[src/rtl/nvs_pkg.sv]
package nvs_pkg;

   typedef enum logic [2:0] {
      NVS_IDLE      = 3'd0,
      NVS_GRACE     = 3'd1,
      NVS_STORE     = 3'd2,
      NVS_WAIT_OPEN = 3'd3,
      NVS_WAIT_SHUT = 3'd4
   } nvs_state_e;

endpackage

[src/rtl/nvs_line_sync.sv]
module nvs_line_sync #(
   parameter int   STAGES    = 2,
   parameter logic RESET_VAL = 1'b1
) (
   input  logic clk_i,
   input  logic rst_ni,
   input  logic d_i,
   output logic q_o
);

   logic [STAGES-1:0] chain_q;

   generate
      if (STAGES < 2) begin : g_bad_stages
         $error("nvs_line_sync: STAGES must be at least 2");
      end
      for (genvar i = 0; i < STAGES; i++) begin : g_stage
         if (i == 0) begin : g_first
            always_ff @(posedge clk_i or negedge rst_ni) begin
               if (!rst_ni) chain_q[i] <= RESET_VAL;
               else         chain_q[i] <= d_i;
            end
         end else begin : g_next
            always_ff @(posedge clk_i or negedge rst_ni) begin
               if (!rst_ni) chain_q[i] <= RESET_VAL;
               else         chain_q[i] <= chain_q[i-1];
            end
         end
      end
   endgenerate

   assign q_o = chain_q[STAGES-1];

endmodule

[src/rtl/nvs_grace_timer.sv]
module nvs_grace_timer #(
   parameter int DELAY_CYC = 8
) (
   input  logic clk_i,
   input  logic rst_ni,
   input  logic run_i,
   output logic expired_o
);

   generate
      if (DELAY_CYC < 1) begin : g_bad_delay
         $error("nvs_grace_timer: DELAY_CYC must be at least 1");
      end
      if (DELAY_CYC == 1) begin : g_single
         assign expired_o = run_i;
      end else begin : g_count
         localparam int CW = $clog2(DELAY_CYC);
         localparam logic [CW-1:0] LAST = CW'(DELAY_CYC - 1);
         logic [CW-1:0] cnt_q;

         always_ff @(posedge clk_i or negedge rst_ni) begin
            if (!rst_ni)                    cnt_q <= '0;
            else if (!run_i || expired_o)   cnt_q <= '0;
            else                            cnt_q <= cnt_q + 1'b1;
         end

         assign expired_o = run_i && (cnt_q == LAST);
      end
   endgenerate

endmodule

[src/rtl/nvs_dirty_flag.sv]
module nvs_dirty_flag (
   input  logic clk_i,
   input  logic rst_ni,
   input  logic set_i,
   input  logic clr_i,
   output logic dirty_o
);

   always_ff @(posedge clk_i or negedge rst_ni) begin
      if (!rst_ni)     dirty_o <= 1'b0;
      else if (set_i)  dirty_o <= 1'b1;
      else if (clr_i)  dirty_o <= 1'b0;
   end

endmodule

[src/rtl/nvs_store_handshake.sv]
module nvs_store_handshake
   import nvs_pkg::*;
#(
   parameter int DELAY_CYC   = 8,
   parameter int SYNC_STAGES = 2
) (
   input  logic clk_i,
   input  logic rst_ni,
   input  logic req_line_i,
   output logic req_line_oe_o,
   input  logic sw_store_i,
   input  logic recall_done_i,
   input  logic mem_rd_req_i,
   input  logic mem_wr_req_i,
   output logic mem_rd_en_o,
   output logic mem_wr_en_o,
   output logic eng_start_o,
   input  logic eng_done_i
);

   generate
      if (SYNC_STAGES < 2) begin : g_bad_sync
         $error("nvs_store_handshake: SYNC_STAGES must be at least 2");
      end
      if (DELAY_CYC < 1) begin : g_bad_delay
         $error("nvs_store_handshake: DELAY_CYC must be at least 1");
      end
   endgenerate

   nvs_state_e st_q, st_d;
   logic       line_hi;
   logic       grace_done;
   logic       dirty;
   logic       start_d, start_q;
   logic       wr_allow, rd_allow;
   logic       store_end;

   nvs_line_sync #(
      .STAGES   (SYNC_STAGES),
      .RESET_VAL(1'b1)
   ) u_sync (
      .clk_i (clk_i),
      .rst_ni(rst_ni),
      .d_i   (req_line_i),
      .q_o   (line_hi)
   );

   nvs_grace_timer #(
      .DELAY_CYC(DELAY_CYC)
   ) u_timer (
      .clk_i    (clk_i),
      .rst_ni   (rst_ni),
      .run_i    (st_q == NVS_GRACE),
      .expired_o(grace_done)
   );

   assign store_end = (st_q == NVS_STORE) && eng_done_i;

   nvs_dirty_flag u_dirty (
      .clk_i  (clk_i),
      .rst_ni (rst_ni),
      .set_i  (mem_wr_en_o),
      .clr_i  (store_end || recall_done_i),
      .dirty_o(dirty)
   );

   always_comb begin
      st_d    = st_q;
      start_d = 1'b0;
      unique case (st_q)
         NVS_IDLE: begin
            if (!line_hi) begin
               st_d = NVS_GRACE;
            end else if (sw_store_i) begin
               st_d    = NVS_STORE;
               start_d = 1'b1;
            end
         end
         NVS_GRACE: begin
            if (grace_done) begin
               if (dirty) begin
                  st_d    = NVS_STORE;
                  start_d = 1'b1;
               end else begin
                  st_d = NVS_WAIT_OPEN;
               end
            end
         end
         NVS_STORE: begin
            if (eng_done_i) st_d = NVS_WAIT_SHUT;
         end
         NVS_WAIT_OPEN,
         NVS_WAIT_SHUT: begin
            if (line_hi) st_d = NVS_IDLE;
         end
         default: st_d = NVS_IDLE;
      endcase
   end

   always_ff @(posedge clk_i or negedge rst_ni) begin
      if (!rst_ni) begin
         st_q    <= NVS_IDLE;
         start_q <= 1'b0;
      end else begin
         st_q    <= st_d;
         start_q <= start_d;
      end
   end

   assign wr_allow = (st_q == NVS_IDLE) && line_hi;
   assign rd_allow = (st_q == NVS_IDLE) || (st_q == NVS_GRACE) ||
                     (st_q == NVS_WAIT_OPEN);

   assign mem_wr_en_o   = mem_wr_req_i && wr_allow;
   assign mem_rd_en_o   = mem_rd_req_i && rd_allow;
   assign req_line_oe_o = (st_q == NVS_STORE);
   assign eng_start_o   = start_q;

endmodule

[config.mk]
export PLATFORM = sky130hd
export DESIGN_NAME = nvs_store_handshake
export DESIGN_NICKNAME = d
export VERILOG_FILES = /design/src/rtl/nvs_pkg.sv /design/src/rtl/nvs_line_sync.sv /design/src/rtl/nvs_grace_timer.sv /design/src/rtl/nvs_dirty_flag.sv /design/src/rtl/nvs_store_handshake.sv
export SDC_FILE = /design/constraint.sdc
export NUM_CORES = 1
export LEC_CHECK = 0
export ABC_AREA = 1
export BUFFER_PORTS_ARGS = -buffer_cell sky130_fd_sc_hd__buf_2
export CORE_AREA = 3 3 40 42
export DETAILED_ROUTE_END_ITERATION = 10
export DIE_AREA = 0 0 43 45
export HOLD_SLACK_MARGIN = 0.05
export SLEW_MARGIN = 20
export SYNTH_ARGS = -nofsm -noshare
export SYNTH_HDL_FRONTEND = slang
export SYNTH_SLANG_ARGS = --single-unit
export TNS_END_PERCENT = 10
[constraint.sdc]
create_clock -name clk_i -period 1.36 [get_ports clk_i]
set_clock_uncertainty 0.15 [all_clocks]
set_input_delay 0.272 -clock clk_i [delete_from_list [all_inputs] [get_ports clk_i]]
set_output_delay 0.272 -clock clk_i [all_outputs]
set_load 0.02 [all_outputs]
After elaboration in Yosys (flattened, before gate mapping)
Cells that the tools add are included.
{ "op_classes": {"addsub": 1, "muxes": 15, "n_eq_ne": 9, "reduce_logical": 14} }
{ "ops": {"columns": ["cell", "n"], "rows": [
  ["3-bit two-way mux", 6],
  ["3-bit one-hot mux with 4 select lines", 1],
  ["1-bit two-way mux", 7],
  ["3-bit by 2-bit equality test with 1-bit output, second input constant", 2],
  ["3-bit equality test, second input constant", 2],
  ["1-bit logical AND", 5],
  ["1-bit logical OR", 4],
  ["2-bit by 1-bit inequality test with 1-bit output, second input constant", 2],
  ["4-bit AND reduction", 1],
  ["3-bit by 1-bit adder with 3-bit output, second input constant", 1],
  ["3-bit by 1-bit equality test with 1-bit output, second input constant", 1],
  ["3-bit logical NOT", 1],
  ["3-bit inequality test, second input constant", 1],
  ["2-bit inequality test, second input constant", 1],
  ["1-bit one-hot mux with 2 select lines", 1],
  ["2-bit nonzero test", 1],
  ["2-bit OR reduction", 1],
  ["1-bit logical NOT", 1]
]} }
{ "word_totals": {"out_inout_bits": 4, "regBits": 10} }

Longest topological paths before layout
Gate-level depths: netlist (run 1).
{ "logic_depth": {"word_depth": 5, "mapped_depth": 8} }

Cells and area by module
From an unflattened synthesis (run 1), not the netlist that was laid out.
{ "hier_totals": {"hier_cells": 70, "area_unflattened_um2": 528.0} }
{ "modules_own_cells": {"columns": ["mod", "area_each_um2", "seq_area_each_um2", "instances", "cells_each"], "rows": [
  ["nvs_store_handshake", 299.0, 100.1, 1, 49],
  ["nvs_grace_timer", 136.4, 75.1, 1, 14],
  ["nvs_line_sync", 52.6, 52.6, 1, 2],
  ["nvs_dirty_flag", 40.0, 25.0, 1, 5]
]} }

Worst setup path after synthesis (run 1)
OpenSTA, ideal clock, no wires.
{ "synth_timing": {"path_type": "reg-to-reg", "startpoint": "register st_q[0]", "endpoint": "register u_dirty.dirty_o", "stages_incl_launch_ff": 7, "setup_ns": 0.118, "t_arrival_ns": 1.101, "setup_slack_ns": -0.009, "path_buffers": 0, "synth_period_minus_slack_ns": 1.369, "path_cell_list": "dfrtp_1 inv_1 nand2_1 nor2_1 nand2_1 nand3b_1 nand2_1"} }
{ "synth_between": {"elab_chain_len": 4} }
{ "synth_rtl": {"columns": ["item", "line", "rtl"], "rows": [
  ["start: declaration", "nvs_store_handshake.sv:30", "nvs_state_e st_q, st_d;"],
  ["start signal: assignment", "nvs_store_handshake.sv:105", "st_q <= st_d;"],
  ["3-bit by 2-bit equality test with 1-bit output", null, null],
  ["via req_line_oe_o", "nvs_store_handshake.sv:10", "output logic req_line_oe_o,"],
  ["1-bit logical AND", "nvs_store_handshake.sv:57", "assign store_end = (st_q == NVS_STORE) && eng_done_i;"],
  ["1-bit logical OR", "nvs_store_handshake.sv:63", ".clr_i (store_end || recall_done_i),"],
  ["2-bit nonzero test (no source line)", null, null],
  ["end signal: assignment", "nvs_dirty_flag.sv:10", "if (!rst_ni) dirty_o <= 1'b0;"],
  ["end signal: assignment", "nvs_dirty_flag.sv:11", "else if (set_i) dirty_o <= 1'b1;"],
  ["end signal: assignment", "nvs_dirty_flag.sv:12", "else if (clr_i) dirty_o <= 1'b0;"],
  ["end: declaration", "nvs_dirty_flag.sv:6", "output logic dirty_o"]
]} }
The timed path passes the listed nets, and every way through them passes these cells.
A chain may end at the register's enable or synchronous reset.

Worst setup path after layout (run 1)
{ "layout_timing": {"startpoint": "register u_sync.chain_q[1], in the netlist u_sync.q_o", "endpoint": "output port mem_wr_en_o"} }
{ "layout_between": {"elab_chain_len": 2} }
{ "layout_rtl": {"columns": ["item", "line", "rtl"], "rows": [
  ["start: declaration", "nvs_line_sync.sv:11", "logic [STAGES-1:0] chain_q;"],
  ["start signal: indexed assignment", "nvs_line_sync.sv:26", "else chain_q[i] <= chain_q[i-1];"],
  ["1-bit logical AND", "nvs_store_handshake.sv:110", "assign wr_allow = (st_q == NVS_IDLE) && line_hi;"],
  ["1-bit logical AND", "nvs_store_handshake.sv:114", "assign mem_wr_en_o = mem_wr_req_i && wr_allow;"],
  ["end: declaration", "nvs_store_handshake.sv:16", "output logic mem_wr_en_o,"]
]} }
Every way passes these cells.

==> reports/metrics.yaml, run 1 <==
grt_pass1_vias: 364
wire_per_inst_um: 9.619
path_cells: "inv_2, nor2_4, nand3_2, inv_2, buf_6"
cts.sinks: 10
avgSynthCellArea_um2: 8.072
postRouteWirelength_um: 933
synth_mux_area_share_pct: 0
slew_viol_final: 0
remaining_drc_errors: 0
netlist_top_cells_count: "nand2_1, inv_1, dfrtp_1, nor2_1, nand3_1"
worstSetupPathType: "register to output pin"
ios: 12
root_buffer: "clkbuf_4"
grt_first_pass_wirelength_um: 1483
synthSimpleGateAreaFrac_pct: 33.25
setup_tns_ps: -586.4
multiInputGateArea_um2: 226.5
grt_overflow: 0
synth_top_area_share_pct: 40.00
rsz0062_at_grt: "true"
die_w_um: 43
design_area_um2: 691.9
setup_violations: 3
violations: "negative setup slack"
finalHoldViolations: 0
hold_class: "input pin to register"
finalNetCount: 93
max_stage_delay_ps: 520
grtUsageTotal_pct: 11.02
initial_core_util_pct: 38.95
yosysTopAreaCell: "dfrtp_1"
maxCapViolations: 0
r2r-end: "st_q[1]"
cpMaxStageDelayCell: "dfstp_2"
drtIter0Drc: 6
gp_congestion: 0.7188
cts_tree: "yes"
postSynthCellCount: 62
regArea_um2: 256.5
rows: 13
cts_max_path_buffers: 2
vias: 432
synth_area_leaders: "dfrtp_1, nand2_1, dfstp_2"
synth_cell_types: 13
synth_edf_count: 0
htreeDepth: 1
post_cts_buffers: 0
critPathTopFamily: "flip-flops"
core_area_um2: 1285
fmax_mhz: 623.6
rrSetupSlack_ps: 10
ir_drop_mv: 0.8628
hp-start: "recall_done_i"
vias_per_cell: 4.454
first_pass_iters: 4
cp-end-kind: "output pin"
syn_to_final_growth_pct: 38.25
r2r_cells: 7
ant_nets: 0
drive_above_1_share_pct: 43.90
synth_xor_area_share_pct: 0
clock_latency_ps: 260
fin_ws_ps: -243.6
yosysMostFrequentCell: "nand2_1"
synth_top_family_by_area: "simple AND/OR/NAND/NOR gates"
cp_max_fo: 3
worstPathBufferInverterCount: 3
cts.reportedPaths.clkPinSlew_ps: 70
relSlewSlack_pct: 86.21
syn-num-nets: 72
ys_ff_latch: 10
antenna_found_initial: 0
worst_ep_required_time_ps: 940
fillers: 134
total_leakage_power_nw: 0.3724
post-route-min-period_ps: 1604
tightestPinTransition_ps: 204.8
dieArea_um2: 1935
crit_top_cell: "inv_2"
grt_max_degree: 11
reg2reg_from: "u_timer.g_count.cnt_q[0]"
outcome: "finished with violations"
synth-adder-area-share_pct: 5.000
power_density_nw_per_um2: 1873
ys_warn_count: 0
hold_depth: 3
numCtsBuffers: 3
dieHeight_um: 45
ys_async_sr_fraction_pct: 100.0
seq_area_frac_synth_pct: 50.50
min_period_over_period_pct: 117.9
synth_compound_area_share_pct: 3.000
io_buffers: 11
synthesis.area_um2: 500.5
worstPathArrival_ps: 1180
ys.flop_type: "dfrtp_1"
antenna-diode-count: 0
start_kind: "register"
min_to: "u_dirty.dirty_o"
dp_hpwl_um: 741
placed_cell_area_um2: 599.3
==> stage by stage <==
step	hold WS, ps	worst slack, ps	std cells	power, mW	util (%)
final	99.27	-243.6	97	1.296	53.85
after global routing	110.1	-291.4	97	1.422	53.85
after CTS	91.53	-279.7	97	1.274	52.29
after detailed placement	-5.372	-36.26	91	0.9615	46.64
after global placement	-3.222	-47.61	91	0.9607	46.64
after floorplan	-173.6	13.23	62	0.8042	-
==> layer usage <==
metal,vias to the layer above,wire (um),GRT usage [%]
met3,2,47,3.984
met4,0,5,7.229
li1,230,-,-
met5,-,0,0
met1,192,426,12.90
met2,8,453,17.07
==> cell usage in the layout, fill, tap and decap left out, types with 3 or more instances in the layout <==
cell      synthesis  routed
inv_2             1       4
o21ai_0           3       3
nand3_1           7       6
buf_4             0       4
nand2_1          15      15
dfrtp_1           8       5
clkbuf_4          0       3
dfrtp_2           0       3
inv_1            10       7
buf_2             0       8
nor2_2            2       4
nor2_1            8       5
==> what timing repair did <==
action	4_1_cts	5_1_grt
hold endpoints to repair	11	0
endpoints found under the setup margin	7	9
hold buffers	2	0
pin swaps	1	1
resized for setup	9	7
==> flip-flops by register name, summed over array words and instances (netlist names) <==
| register | cells |
|---|---|
| eng_start_o | 1 |
| u_sync.chain_q | 1 |
| u_sync.q_o | 1 |
| u_dirty.dirty_o | 1 |
| st_q | 3 |
| u_timer.g_count.cnt_q | 3 |
==> tightest hold or removal path: stages <==
cell and delay, ps:
buf_2 70, nand3b_1 90, nand2_1 50
==> cell families (layout without fill, tap and decap cells) <==
group	Yosys count	after routing
flops	10	10
compound gates	3	3
buf+inv	11	31
fa+ha+maj	2	2
simple gates	36	36
==> report_power, final <==
group / leakage [nW] / internal [mW] / switching [mW]
clock network: 0.0210 / 0.162 / 0.104
registers: 0.124 / 0.382 / 0.0835
logic: 0.228 / 0.245 / 0.319
==> cell type report <==
type / instances / share of cell area, %
multi-input cells: 41 / 32.73
well taps: 15 / 2.712
inverters: 11 / 5.967
clock buffers: 4 / 5.244
flip-flops and latches: 10 / 37.07
repair buffers: 16 / 16.27
==> worst max path at each step <==
stage | start | to | slack [ps] | cells after the start
floorplan | u_sync.q_o | mem_wr_en_o | 10 | 4
CTS | u_sync.q_o | mem_wr_en_o | -280 | 5
global route | u_sync.q_o | mem_wr_en_o | -290 | 5
detailed placement | u_sync.q_o | mem_wr_en_o | -40 | 5
global placement | u_sync.q_o | mem_wr_en_o | -50 | 5
finish | u_sync.q_o | mem_wr_en_o | -240 | 5
Note: power is estimated with default switching activity, not from simulation.
==> run 2: changes to the inputs <==
GPL_ROUTABILITY_DRIVEN = 0   (was not set)
MAX_ROUTING_LAYER = met4   (was not set)
SLEW_MARGIN = not set   (was 20)
==> run 2 against run 1 <==
- critical path type unchanged
- critical path depth unchanged
- die area unchanged
- utilization unchanged
- the flow still finishes with violations (negative setup slack)
- register-to-register slack about the same
- highest routed layer unchanged
- setup slack about the same
- via count unchanged
- combinational power about the same
==> reports/metrics.yaml, run 2 (synthesis results as in run 1) <==
vias_per_cell: 4.454  # unchanged
clock_latency_ps: 260  # about the same
clkPwrFrac_pct: 20.6  # about the same
setup_tns_ps: -585.9  # +0.4130 ps
total_leakage_power_nw: 0.3724  # unchanged
antenna_found_initial: 0  # unchanged
wire_per_inst_um: 9.619  # unchanged
htreeDepth: 1  # unchanged
final_common_cell: "nand2_1"
top_usage_layer: "met2"
dieArea_um2: 1935  # unchanged
root_buffer: "clkbuf_4"
grt_overflow: 0  # unchanged
post_cts_buffers: 0  # unchanged
ant_nets: 0  # unchanged
intPower_uw: 789.2  # about the same
io_buffers: 11  # unchanged
postRouteWirelength_um: 933  # unchanged
slew_viol_final: 0  # unchanged
cts_tree: "yes"
crit_top_cell: "inv_2"
setup_violations: 3  # unchanged
max_stage_delay_ps: 520  # about the same
vias: 432  # unchanged
rows: 13  # unchanged
swShare_pct: 39.10  # about the same
finalHoldViolations: 0  # unchanged
power_density_nw_per_um2: 1873  # about the same
start_kind: "register"
first_pass_iters: 4  # unchanged
cpMaxStageDelayCell: "dfstp_2"
reg.largest.list: "st_q (3), u_timer.g_count.cnt_q (3)"
fin_ws_ps: -243.2  # +0.4120 ps
regArea_um2: 256.5  # unchanged
core_area_um2: 1285  # unchanged
dp_hpwl_um: 741  # unchanged
fillers: 134  # unchanged
worstSetupPathType: "register to output pin"
grt_first_pass_wirelength_um: 1483  # unchanged
cts_max_path_buffers: 2  # unchanged
placed_cells: 91  # unchanged
combPwrFrac_pct: 43.5  # about the same
finalNetCount: 93  # unchanged
hold_class: "input pin to register"
relSlewSlack_pct: 86.21  # unchanged
antenna-diode-count: 0  # unchanged
grtUsageMet1_pct: 13.15  # +0.25 points
fin_hold_ws_ps: 99.64  # +0.3642 ps
rsz0062_at_grt: "true"
rrSetupSlack_ps: 10  # about the same
cp_max_fo: 3  # unchanged
ios: 12  # unchanged
ir_drop_mv: 0.8628  # about the same
fmax_mhz: 623.8  # about the same
cts.reportedPaths.clkPinSlew_ps: 70  # about the same
grtUsageTotal_pct: 11.35  # +0.33 points
maxCapViolations: 0  # unchanged
grt_max_degree: 11  # unchanged
met3_usage_pct: 3.586  # -0.40 points
drive_above_1_share_pct: 43.90  # unchanged
cts.sinks: 10  # unchanged
dieHeight_um: 45  # unchanged
min_period_over_period_pct: 117.9  # about the same
drtIter0Drc: 6  # unchanged
worstPathArrival_ps: 1180  # about the same
initial_core_util_pct: 38.95  # unchanged
path_cells: "inv_2, nor2_4, nand3_2, inv_2, buf_6"
final_cells: 97  # unchanged
power_frac_seq_pct: 35.9  # about the same
multiInputGateArea_um2: 226.5  # unchanged
worst_ep_required_time_ps: 940  # about the same
numCtsBuffers: 3  # unchanged
p_sw_uw: 506.7  # about the same
tightestPinTransition_ps: 204.8  # unchanged
use_met2_pct: 17.07  # unchanged
cp-end-kind: "output pin"
post-route-min-period_ps: 1603  # -0.4120 ps
mostFrequentLayoutCells: "nand2_1, buf_2, inv_1, nand3_1"
remaining_drc_errors: 0  # unchanged
outcome: "finished with violations"
syn_to_final_growth_pct: 38.25  # unchanged
die_w_um: 43  # unchanged
violations: "negative setup slack"
grt_pass1_vias: 364  # unchanged
[run 2: critical path, delay by kind of cell, from the launching register on]
family	cells	cell delay [ps]
buf+inv	3	210
simple gates	2	190
flops	1	520
[run 2: path summary, 6_finish.rpt]
kind                                endpoint                startpoint  depth (start not counted)
min reg2reg                       u_sync.q_o         u_sync.chain_q[0]                          0
min                          u_dirty.dirty_o             recall_done_i                          3
max reg2reg                          st_q[1]  u_timer.g_count.cnt_q[0]                          7
min in group asynchronous    u_dirty.dirty_o                    rst_ni                          2
max                              mem_wr_en_o                u_sync.q_o                          5
max in group asynchronous  u_sync.chain_q[0]                    rst_ni                          2
[run 2: cell type report]
type | instances | share of cell area, %
clock buffers | 4 | 5.244
inverters | 11 | 5.967
multi-input cells | 41 | 32.73
flip-flops and latches | 10 | 37.07
well taps | 15 | 2.712
repair buffers | 16 | 16.27
[run 2: power by group through the flow]
| stage | clock [mW] | sequential [mW] | combinational (mW) |
|---|---|---|---|
| 6_report | 0.267 | 0.466 | 0.564 |
| 5_1_grt | 0.293 | 0.480 | 0.648 |
| 4_1_cts | 0.280 | 0.454 | 0.539 |
| 3_5_place_dp | 0 | 0.453 | 0.509 |
| 3_3_place_gp | 0 | 0.453 | 0.508 |
| 2_1_floorplan | 0 | 0.441 | 0.363 |
[run 2: through the flow]
step | cell area (um2) | power [mW] | setup WS, ps | util [%]
5_1_grt | 691.9 | 1.422 | -291.4 | 53.85
3_5_place_dp | 599.3 | 0.9615 | -36.26 | 46.64
2_1_floorplan | 503.0 | 0.8042 | 13.23 | -
6_report | 691.9 | 1.296 | -243.2 | 53.85
4_1_cts | 671.9 | 1.274 | -279.7 | 52.29
3_3_place_gp | 599.3 | 0.9607 | -47.61 | 46.64
[run 2: timing repair]
| action | in CTS | in global routing |
|---|---|---|
| gates cloned | 0 | 0 |
| endpoints found under the hold margin | 11 | 0 |
| hold buffers | 2 | 0 |
| endpoints found under the setup margin | 7 | 9 |
| pin swaps | 1 | 1 |
| gates resized for setup | 9 | 7 |
[run 2: layer usage]
metal / up-vias / share of wire (%)
met5: - / 0
met1: 192 / 46
li1: 230 / -
met2: 8 / 49
met3: 2 / 4.7
met4: 0 / 0.54
==> run 3: changes to the inputs <==
PLACE_DENSITY = 0.74   (was not set)
==> run 3 against run 2 <==
- the flow still finishes with violations (negative setup slack)
- sequential power shrank 2%
- largest cell class unchanged
- final cell count is the same
- utilization shrank 0.19 points
- sequential share of layout area is essentially flat
- register-to-register slack worse by 60 ps
- setup slack improved by 11 ps
==> reports/metrics.yaml, run 3 (synthesis results as in run 1) <==
worst_ep_required_time_ps: 940  # about the same
mostFrequentLayoutCells: "nand2_1, buf_2, inv_1"
finalNetCount: 93  # unchanged
maxCapViolations: 0  # unchanged
antenna_found_initial: 0  # unchanged
dieArea_um2: 1935  # unchanged
power_density_nw_per_um2: 1856  # -0.88%
clock_latency_ps: 260  # about the same
max_stage_delay_ps: 530  # about the same
dp_hpwl_um: 710.6  # -4.1%
drtIter0Drc: 9  # +3
antenna-diode-count: 0  # unchanged
tightestPinTransition_ps: 217.1  # +12.31 ps
worstSetupPathType: "register to output pin"
core_area_um2: 1285  # unchanged
final_cells: 97  # unchanged
syn_to_final_growth_pct: 37.75
violations: "negative setup slack"
htreeDepth: 1  # unchanged
root_buffer: "clkbuf_4"
cp-end-kind: "output pin"
postRouteWirelength_um: 957  # +2.6%
start_kind: "register"
dieHeight_um: 45  # unchanged
outcome: "finished with violations"
numCtsBuffers: 3  # unchanged
clkPwrFrac_pct: 20.4  # -0.2 points
cts_tree: "yes"
io_buffers: 11  # unchanged
placed_cells: 91  # unchanged
grt_first_pass_wirelength_um: 1780  # +20%
cts.sinks: 10  # unchanged
worstPathArrival_ps: 1170  # about the same
initial_core_util_pct: 38.95  # unchanged
total_leakage_power_nw: 0.3735  # +0.31%
p_sw_uw: 501.8  # -0.95%
crit_top_cell: "inv_2"
setup_violations: 6  # +3
finalHoldViolations: 0  # unchanged
critPathTopFamily: "flip-flops"
cp_max_fo: 2  # -1
vias: 441  # +2.1%
hold_class: "input pin to register"
vias_per_cell: 4.546  # +2.1%
cts.reportedPaths.clkPinSlew_ps: 60  # about the same
fmax_mhz: 628.1  # +0.69%
final_common_cell: "nand2_1"
min_period_over_period_pct: 117.1  # -0.81 points
fin_ws_ps: -232.2  # +11.04 ps
ant_nets: 0  # unchanged
cpMaxStageDelayCell: "dfstp_2"
design_area_um2: 689.4  # -0.36%
power_frac_seq_pct: 35.8  # about the same
wire_per_inst_um: 9.866  # +2.6%
grt_max_degree: 11  # unchanged
grt_pass1_vias: 443  # +22%
first_pass_iters: 3  # -1
setup_tns_ps: -697.6  # -111.6 ps
ir_drop_mv: 0.7127  # -17%
ios: 12  # unchanged
slew_viol_final: 0  # unchanged
grt_overflow: 0  # unchanged
remaining_drc_errors: 0  # unchanged
worstPathBufferInverterCount: 3  # unchanged
intPower_uw: 777.9  # -1.4%
cts_max_path_buffers: 2  # unchanged
reg.largest.list: "st_q (3), u_timer.g_count.cnt_q (3)"
relSlewSlack_pct: 85.38  # -0.83 points
placed_cell_area_um2: 599.3  # unchanged
die_w_um: 43  # unchanged
combPwrFrac_pct: 43.8  # +0.3 points
dp_slack_ps: -41.69  # -5.429 ps
path_cells: "inv_2, nor2_4, nand3_2, inv_2, buf_6"
rsz0062_at_grt: "true"
grtUsageTotal_pct: 13.15  # +1.8 points
drive_above_1_share_pct: 41.46  # -2.4 points
swShare_pct: 39.21  # +0.12 points
post-route-min-period_ps: 1592  # -11.04 ps
rows: 13  # unchanged
## run 3: power by group through the flow
stage                     sequential (mW)  combinational, mW  clock, mW
after floorplan                     0.441              0.363          0
after global placement              0.450              0.497          0
after detailed placement            0.451              0.506          0
after CTS                           0.452              0.541      0.269
after global routing                0.471              0.637      0.291
final                               0.458              0.561      0.262
## run 3: final timing paths
| check | from | to | slack (ps) | depth (start not counted) |
|---|---|---|---|---|
| worst max register to register | u_sync.q_o | st_q[0] | -50 | 8 |
| worst max-delay path | u_sync.q_o | mem_wr_en_o | -230 | 5 |
| worst min-delay path | recall_done_i | u_dirty.dirty_o | 110 | 3 |
| worst min register to register | u_sync.chain_q[0] | u_sync.q_o | 210 | 0 |
| max in group asynchronous | rst_ni | u_sync.chain_q[0] | 570 | 2 |
| min in group asynchronous | rst_ni | u_dirty.dirty_o | 240 | 2 |
## run 3: worst reg2reg max path, stage by stage (launching register included)
cell	delay, ps
dfstp_2	530
inv_2	50
buf_4	130
o21ai_0	90
nor2_2	70
nor2_4	110
nand2_2	70
nand2_1	50
nand2_1	50
## run 3: area by class of cell
cell class / count / area [um2]
fillers: 117 / 595.6
flip-flops and latches: 10 / 255.2
multi-input cells: 41 / 229.0
repair buffers: 16 / 108.9
inverters: 11 / 41.29
clock buffers: 4 / 36.28
well taps: 15 / 18.77
## run 3: repair_timing
item,in CTS,in global routing
hold buffers,2,0
setup endpoints to repair,9,9
setup buffers,0,0
pin swaps,1,1
gates resized for setup,9,5
hold endpoints to repair,11,0
cloned,0,0
## run 3: per-layer routing
metal | GRT usage (%) | up-vias | share of wire [%]
met2 | 22.46 | 11 | 53
met5 | - | - | 0
met1 | 13.10 | 195 | 40
met3 | 5.976 | 4 | 6.1
met4 | 5.422 | 0 | 0.94
li1 | - | 231 | -
## run 3: through the flow
stage	hold slack [ps]	utilization [%]	total power, mW
2_1_floorplan	-173.6	-	0.8042
3_3_place_gp	-14.48	46.64	0.9467
3_5_place_dp	-8.735	46.64	0.9569
4_1_cts	106.4	52.48	1.262
5_1_grt	117.1	53.65	1.400
6_report	107.6	53.65	1.280
